## config.mk

```make
export PLATFORM = sky130hd
export DESIGN_NAME = dqs_phase_ctrl
export DESIGN_NICKNAME = d
export VERILOG_FILES = /design/src/rtl/dqs_phase_pkg.sv /design/src/rtl/dqs_target_calc.sv /design/src/rtl/dqs_code_stepper.sv /design/src/rtl/dqs_phase_ctrl.sv
export SDC_FILE = /design/constraint.sdc
export NUM_CORES = 1
export LEC_CHECK = 0
export BUFFER_PORTS_ARGS = -buffer_cell sky130_fd_sc_hd__buf_2
export CELL_PAD_IN_SITES_DETAIL_PLACEMENT = 0
export CELL_PAD_IN_SITES_GLOBAL_PLACEMENT = 2
export CORE_MARGIN = 1.5
export CORE_UTILIZATION = 36
export DETAILED_ROUTE_END_ITERATION = 6
export HOLD_SLACK_MARGIN = 0.12
export PLACE_DENSITY_LB_ADDON = 0.1
export SKIP_CTS_REPAIR_TIMING = 1
export SYNTH_ARGS = -nofsm -noshare
export SYNTH_HDL_FRONTEND = slang
export SYNTH_SLANG_ARGS = --single-unit
```

## constraint.sdc

```tcl
create_clock -name clk -period 4.44 [get_ports clk]
set_clock_uncertainty 0.05 [all_clocks]
set_input_delay 0.444 -clock clk [delete_from_list [all_inputs] [get_ports clk]]
set_output_delay 0.444 -clock clk [all_outputs]
set_load 0.01 [all_outputs]
```

## src/rtl/dqs_phase_pkg.sv

```systemverilog
package dqs_phase_pkg;
  typedef enum logic [0:0] {
    CH_READ  = 1'b0,
    CH_WRITE = 1'b1
  } dqs_ch_e;

  localparam int unsigned NUM_CH = 2;
endpackage

```

## src/rtl/dqs_target_calc.sv

```systemverilog
module dqs_target_calc #(
  parameter int unsigned CODE_W = 8,
  parameter int unsigned ADJ_W  = 6
) (
  input  logic [CODE_W-1:0]       base_i,
  input  logic signed [ADJ_W-1:0] adj_i,
  output logic [CODE_W-1:0]       tgt_o
);
  localparam int unsigned SUM_W = ((CODE_W > ADJ_W) ? CODE_W : ADJ_W) + 2;
  localparam logic signed [SUM_W-1:0] MAX_S = SUM_W'({CODE_W{1'b1}});

  logic signed [SUM_W-1:0] sum;

  always_comb begin
    sum = $signed({{(SUM_W-CODE_W){1'b0}}, base_i}) + SUM_W'(adj_i);
    if (sum < 0) begin
      tgt_o = '0;
    end else if (sum > MAX_S) begin
      tgt_o = '1;
    end else begin
      tgt_o = sum[CODE_W-1:0];
    end
  end
endmodule

```

## src/rtl/dqs_code_stepper.sv

```systemverilog
module dqs_code_stepper #(
  parameter int unsigned CODE_W = 8,
  parameter int unsigned ADJ_W  = 6
) (
  input  logic                    clk,
  input  logic                    rst_n,
  input  logic                    lock_i,
  input  logic [CODE_W-1:0]       base_i,
  input  logic signed [ADJ_W-1:0] adj_i,
  input  logic                    stb_i,
  output logic [CODE_W-1:0]       code_o,
  output logic                    at_tgt_o
);
  logic signed [ADJ_W-1:0] adj_q, adj_d;
  logic [CODE_W-1:0]       code_q, code_d;
  logic [CODE_W-1:0]       tgt;
  logic                    upd_en;

  dqs_target_calc #(.CODE_W(CODE_W), .ADJ_W(ADJ_W)) u_calc (
    .base_i (base_i),
    .adj_i  (adj_q),
    .tgt_o  (tgt)
  );

  assign upd_en = !lock_i || stb_i || (code_q != tgt);

  always_comb begin
    adj_d  = adj_q;
    code_d = code_q;
    if (!lock_i) begin
      adj_d  = '0;
      code_d = base_i;
    end else begin
      if (stb_i) adj_d = adj_i;
      if (code_q < tgt) begin
        code_d = code_q + 1'b1;
      end else if (code_q > tgt) begin
        code_d = code_q - 1'b1;
      end
    end
  end

  always_ff @(posedge clk or negedge rst_n) begin
    if (!rst_n) begin
      adj_q  <= '0;
      code_q <= '0;
    end else if (upd_en) begin
      adj_q  <= adj_d;
      code_q <= code_d;
    end
  end

  assign code_o   = code_q;
  assign at_tgt_o = (code_q == tgt);

  // locked codes move by at most one LSB per clock
  p_single_step_r5: assert property (@(posedge clk) disable iff (!rst_n)
    lock_i |=> (code_q == $past(code_q) || code_q == $past(code_q) + 1'b1 ||
                code_q == $past(code_q) - 1'b1));

  // a code below its target rises next clock
  p_step_up_r5: assert property (@(posedge clk) disable iff (!rst_n)
    (lock_i && code_q < tgt) |=> code_q == $past(code_q) + 1'b1);

  // unlocked loads the base and clears the stored trim
  p_unlock_load_r4: assert property (@(posedge clk) disable iff (!rst_n)
    !lock_i |=> (code_q == $past(base_i) && adj_q == '0));
endmodule

```

## src/rtl/dqs_phase_ctrl.sv

```systemverilog
module dqs_phase_ctrl #(
  parameter int unsigned CODE_W = 8,
  parameter int unsigned ADJ_W  = 6
) (
  input  logic              clk,
  input  logic              rst_n,
  input  logic              dll_locked,
  input  logic [CODE_W-1:0] dll_code,
  input  logic [ADJ_W-1:0]  rd_adj,
  input  logic [ADJ_W-1:0]  wr_adj,
  input  logic              adj_stb,
  output logic [CODE_W-1:0] rd_code,
  output logic [CODE_W-1:0] wr_code,
  output logic              settled
);
  import dqs_phase_pkg::*;

  logic [1:0] rst_sync_q;
  logic       rst_int_n;

  always_ff @(posedge clk or negedge rst_n) begin
    if (!rst_n) rst_sync_q <= 2'b00;
    else        rst_sync_q <= {rst_sync_q[0], 1'b1};
  end
  assign rst_int_n = rst_sync_q[1];

  logic signed [ADJ_W-1:0] adj_arr  [NUM_CH];
  logic [CODE_W-1:0]       code_arr [NUM_CH];
  logic [NUM_CH-1:0]       at_tgt;

  assign adj_arr[CH_READ]  = $signed(rd_adj);
  assign adj_arr[CH_WRITE] = $signed(wr_adj);

  for (genvar ch = 0; ch < NUM_CH; ch++) begin : g_ch
    dqs_code_stepper #(.CODE_W(CODE_W), .ADJ_W(ADJ_W)) u_step (
      .clk      (clk),
      .rst_n    (rst_int_n),
      .lock_i   (dll_locked),
      .base_i   (dll_code),
      .adj_i    (adj_arr[ch]),
      .stb_i    (adj_stb),
      .code_o   (code_arr[ch]),
      .at_tgt_o (at_tgt[ch])
    );
  end

  assign rd_code = code_arr[CH_READ];
  assign wr_code = code_arr[CH_WRITE];
  assign settled = &at_tgt;

  // settled and locked means the codes hold
  p_settled_hold_r6: assert property (@(posedge clk) disable iff (!rst_int_n)
    (settled && dll_locked) |=> (rd_code == $past(rd_code) && wr_code == $past(wr_code)));

  // codes are zero while the internal reset is held
  p_reset_zero_r9: assert property (@(posedge clk)
    !rst_int_n |-> (rd_code == '0 && wr_code == '0));
endmodule

```

# Word level (Yosys, flattened, before mapping)
# Index checks and enable logic that the tools add are counted.
# totals
regBits	30
wordCells	49
# classes
add_sub_neg	6
order_cmp	8
n_eq_ne	7
muxes	14
reduce_logical	9
# op_table
op	n
$mux 8	10
$mux 6	4
$add 9x6->10	2
$gt 10x9->1 const B	2
$lt 10x1->1 const B	2
$add 8x1->8 const B	2
$eq 8x8->1	2
$gt 8x8->1	2
$lt 8x8->1	2
$ne 8x8->1	2
$sub 8x1->8 const B	2
$reduce_and 2->1	5
$ne 3x1->1 const B	2
$logic_or 1x1->1	3
$ne 2x1->1 const B	1
$logic_not 1->1	1

# Logic depth before layout (Yosys ltp)
# depth
word_depth	8
depth_mapped	22

# Cells and area by module
# From an unflattened synthesis, not the netlist that was laid out.
# unflattened
cells_unflattened	406
hier_area_um2	3560.9
# modules_own_cells
mod	n_inst	cells_per_inst	area_each_um2	seq_area_each_um2
dqs_code_stepper	2	121	1118.6	350.3
dqs_target_calc	2	80	631.9	0.0
dqs_phase_ctrl	1	4	60.1	50.0

# Least setup slack after synthesis
# No wires, ideal clock.
# synth_path
kind	input to register
start	input port dll_code[0]
end	register g_ch[0].u_step.code_q[6]
setup_time_ns	0.125
t_arrival_ns	4.875
path_slack_ns	-0.610
path_stages	22
path_buffers	0
cell_sequence	ha_1 inv_1 fa_1 nor2b_1 o31a_1 a41oi_1 or3_1 a21oi_4 a21oi_1 ha_1 nor2b_1 o211ai_1 a21oi_1 nor2_1 inv_1 fa_1 a21o_1 a21o_1 a21oi_2 nor3_1 or4_1 mux2_2
# synth_via
elab_chain_cells	7
elab_cells_between_ends	13
# synth_rtl
item	line_no	text
from (decl)	dqs_phase_ctrl.sv:8	input logic [CODE_W-1:0] dll_code,
$add 9x6->10 *	dqs_target_calc.sv:15	sum = $signed({{(SUM_W-CODE_W){1'b0}}, base_i}) + SUM_W'(adj_i);
$gt 10x9->1	dqs_target_calc.sv:18	end else if (sum > MAX_S) begin
$mux 8	dqs_target_calc.sv:18	
$mux 8 *	dqs_target_calc.sv:16	if (sum < 0) begin
$gt 8x8->1 (tied with other cells)	dqs_code_stepper.sv:37	end else if (code_q > tgt) begin
$ne 3x1->1 (no line) (tied with other cells)	-	
$reduce_and 2->1 (no line) or $mux 8 (tied branches)	-	
to (signal assigned)	dqs_code_stepper.sv:49	code_q <= code_d;
to (decl)	dqs_code_stepper.sv:15	logic [CODE_W-1:0] code_q, code_d;
# Every way passes the cells marked *; elsewhere a longest branch is shown, timed or not.
# A chain may end at the register's enable or synchronous reset.

# Final worst setup path
# layout_path
start	register g_ch[0].u_step.adj_q[0]
end	register g_ch[0].u_step.code_q[6]
# layout_via
elab_chain_cells	7
elab_cells_between_ends	13
# layout_rtl
item	line_no	text
from (decl)	dqs_code_stepper.sv:14	logic signed [ADJ_W-1:0] adj_q, adj_d;
from (signal assigned)	dqs_code_stepper.sv:48	adj_q <= adj_d;
$add 9x6->10 *	dqs_target_calc.sv:15	
$gt 10x9->1	dqs_target_calc.sv:18	
$mux 8	dqs_target_calc.sv:18	
$mux 8 *	dqs_target_calc.sv:16	
$gt 8x8->1 (tied with other cells)	dqs_code_stepper.sv:37	
$ne 3x1->1 (no line) (tied with other cells)	-	
$reduce_and 2->1 (no line) or $mux 8 (tied branches)	-	
# Marked as above.

==> flow_summary.ini <==
[run_status]
outcome = complete, but fails checks
violations = negative setup slack

[cells_and_area]
multi_input_area_um2 = 2566
fill_cells = 830
final_cell_area_um2 = 4639
drive_above_1_share_pct = 42.51
finalNonFillerCells = 606
final_nets = 576
antenna_cells = 0
areaGrowthSynthToFinish_pct = 48.02
seq_area_um2 = 750.7

[global_routing]
gr-total-overflow = 0
grt_pass1_vias = 3048
grt_max_degree = 29
grt_pass1_wl_um = 15240
antenna_found_initial = 0
grt_usage_pct = 21.97

[worst_setup_path]
start_kind = flip-flop
crit_fanout = 8
reg2reg_depth = 22
critPathLaunch = g_ch[0].u_step.adj_q[0]
crit_type = flip-flop to flip-flop
arrival_ns = 4.83
reg2reg_from = g_ch[0].u_step.adj_q[0]
cp-end-kind = flip-flop
crit_required_ns = 4.57

[power_and_ir_drop]
vdd_drop_max_mv = 0.7728
power_density_nw_per_um2 = 773.5
p_leak_uw = 0.002254

[route]
detail_route.wl_per_cell_um = 15.96
via_count = 3149
initialDrtViolationCount = 90
ant_nets = 0
totalWireLength_um = 9672
vias_per_cell = 5.196
first_pass_iters = 4
drc = 0

[die]
start_util_pct = 37.58
core_area_um2 = 8341
die_area_um2 = 9275
die_x_um = 96.31
io_pins = 41
dieHeight_um = 96.31
placementRows = 33

[clock_tree]
tritoncts = yes
clkTransAtPathRegs_ns = 0.07
cts_sinks = 30
clk_path_buf_depth = 2
htree_levels = 2
cts_made_buffers = 5
cts_root_buf = clkbuf_8
insertion_delay_ns = 0.29

[placed_design]
place_inst = 585
post-place-ws_ns = -0.5777
placed_area_um2 = 4228
port_buffers = 40
hpwl_um = 7757
finalWeightedCongestion = 0.8940

[timing]
min_period_ns = 4.703
hold_violations = 0
hold_ws_ns = 0.2024
worstMarginPinSlew_ns = 0.8389
slew_headroom_pct = 44.01
setup_violations = 7
fin_crit_sh_pct = 105.9
slew_viol_final = 0
setup_tns_ns = -1.055
rsz0062_at_grt = yes
maxClockFrequency_mhz = 212.6
fin_ws_ns = -0.2630

[hold_path]
min_path_type = flip-flop to asynchronous set/reset pin

[yosys]
synth_edf_count = 0
syn_area_per_cell_um2 = 8.779
ys_warn_count = 0
synth_area_leader_cell = dfrtp_1
seq_area_frac_synth_pct = 23.95
netlist_area_um2 = 3134
synthTopCellsByCount = ha_1, nor2_1, dfrtp_1
ys_ff_latch = 30
synthesis.nets = 433
synth.most_common_cell = ha_1
syn_inst = 357
synthTopCellsByArea = dfrtp_1, ha_1, xnor2_1, mux2i_1, a21oi_1
ys_types = 53
synth_top_flop_cell = dfrtp_1
synth.top_cell.area_share_pct = 23.95
async_reset_ff_share_pct = 100.0

[job]
maxCapViolCount = 0
-- worst max-delay path: stages, from the launching register on --
cell and delay [ns]:
dfrtp_1 0.39, ha_4 0.14, inv_2 0.03, fa_2 0.34, nor2b_2 0.12, o31a_1 0.18, a41oi_2 0.13, or3_4 0.41
a21oi_4 0.21, a21oi_2 0.05, ha_1 0.28, nor2b_1 0.13, o211ai_1 0.18, a21oi_2 0.11, nor2_4 0.15, inv_4 0.06
fa_2 0.34, a21o_1 0.17, a21o_1 0.20, a21oi_2 0.14, nor3_1 0.05, or4_1 0.46, mux2_4 0.27
-- routing by layer --
| layer | up-vias | track usage [%] | wire length, um |
|---|---|---|---|
| met5 | - | 0 | 0 |
| met4 | 0 | 3.623 | 54 |
| met3 | 5 | 3.081 | 235 |
| met2 | 42 | 35.80 | 4484 |
| met1 | 1510 | 31.18 | 4897 |
| li1 | 1592 | - | - |
-- where the power goes --
part           internal (uW)  switching (uW)
sequential               356             137
combinational           1580            1240
clock                    157             114
-- through the flow --
step,util [%],power (uW)
6_report,55.63,3589
5_1_grt,55.63,3918
2_1_floorplan,-,1980
4_1_cts,52.01,3170
3_3_place_gp,50.69,2838
3_5_place_dp,50.69,2881
-- area by class of cell --
cell class	instances	area share, %
multi-input combinational	300	55.31
timing repair buffer	144	21.71
sequential	30	16.18
tap	105	2.832
clock buffer	8	2.373
inverter	19	1.591
-- logic make-up (layout without fill, tap and decap cells) --
kind of cell               after synthesis  count (layout)  synth area share, %
adders and majority gates               52              52                21.72
DFF                                     30              30                23.95
other                                    1               1               0.1196
muxes                                   25              25                8.383
and+or+nand+nor                         95              95                14.21
AOI/OAI and AO/OA                      107             107                22.76
buffers and inverters                   27             171                3.274
xor gates and xnor gates                20              20                5.589
-- state kept, by name (all words and copies together) (netlist names) --
| register | count |
|---|---|
| g_ch.u_step.adj_q | 12 |
| rst_sync_q | 2 |
| g_ch.u_step.code_o | 16 |
-- worst paths after layout --
check / endpoint / slack (ns)
worst min-delay path: g_ch[0].u_step.code_o[2] / 0.20
worst min register to register: g_ch[0].u_step.code_o[2] / 0.20
worst max register to register: g_ch[0].u_step.code_o[6] / -0.26
max in group asynchronous: rst_sync_q[1] / 3.83
worst max-delay path: g_ch[0].u_step.code_o[6] / -0.26
min in group clk: rst_sync_q[1] / 0.30
-- cell usage in the layout, fill, tap and decap left out, types with 4 or more instances in the layout --
master,synthesis,routed
buf_4,0,99
buf_2,1,40
ha_1,48,39
nor2_1,35,33
dfrtp_1,30,30
nand2_1,25,24
o21ai_0,25,22
a21oi_1,27,17
inv_1,19,16
mux2i_1,15,15
xnor2_1,18,14
a21oi_2,1,11
o21a_1,10,10
a21o_1,10,10
mux2_2,10,9
ha_4,0,9
clkbuf_8,0,8
a31oi_1,6,6
nor3_1,5,5
nand4_1,5,5
xnor2_2,0,4
fa_2,0,4
Power figures use the tool's default switching activity.
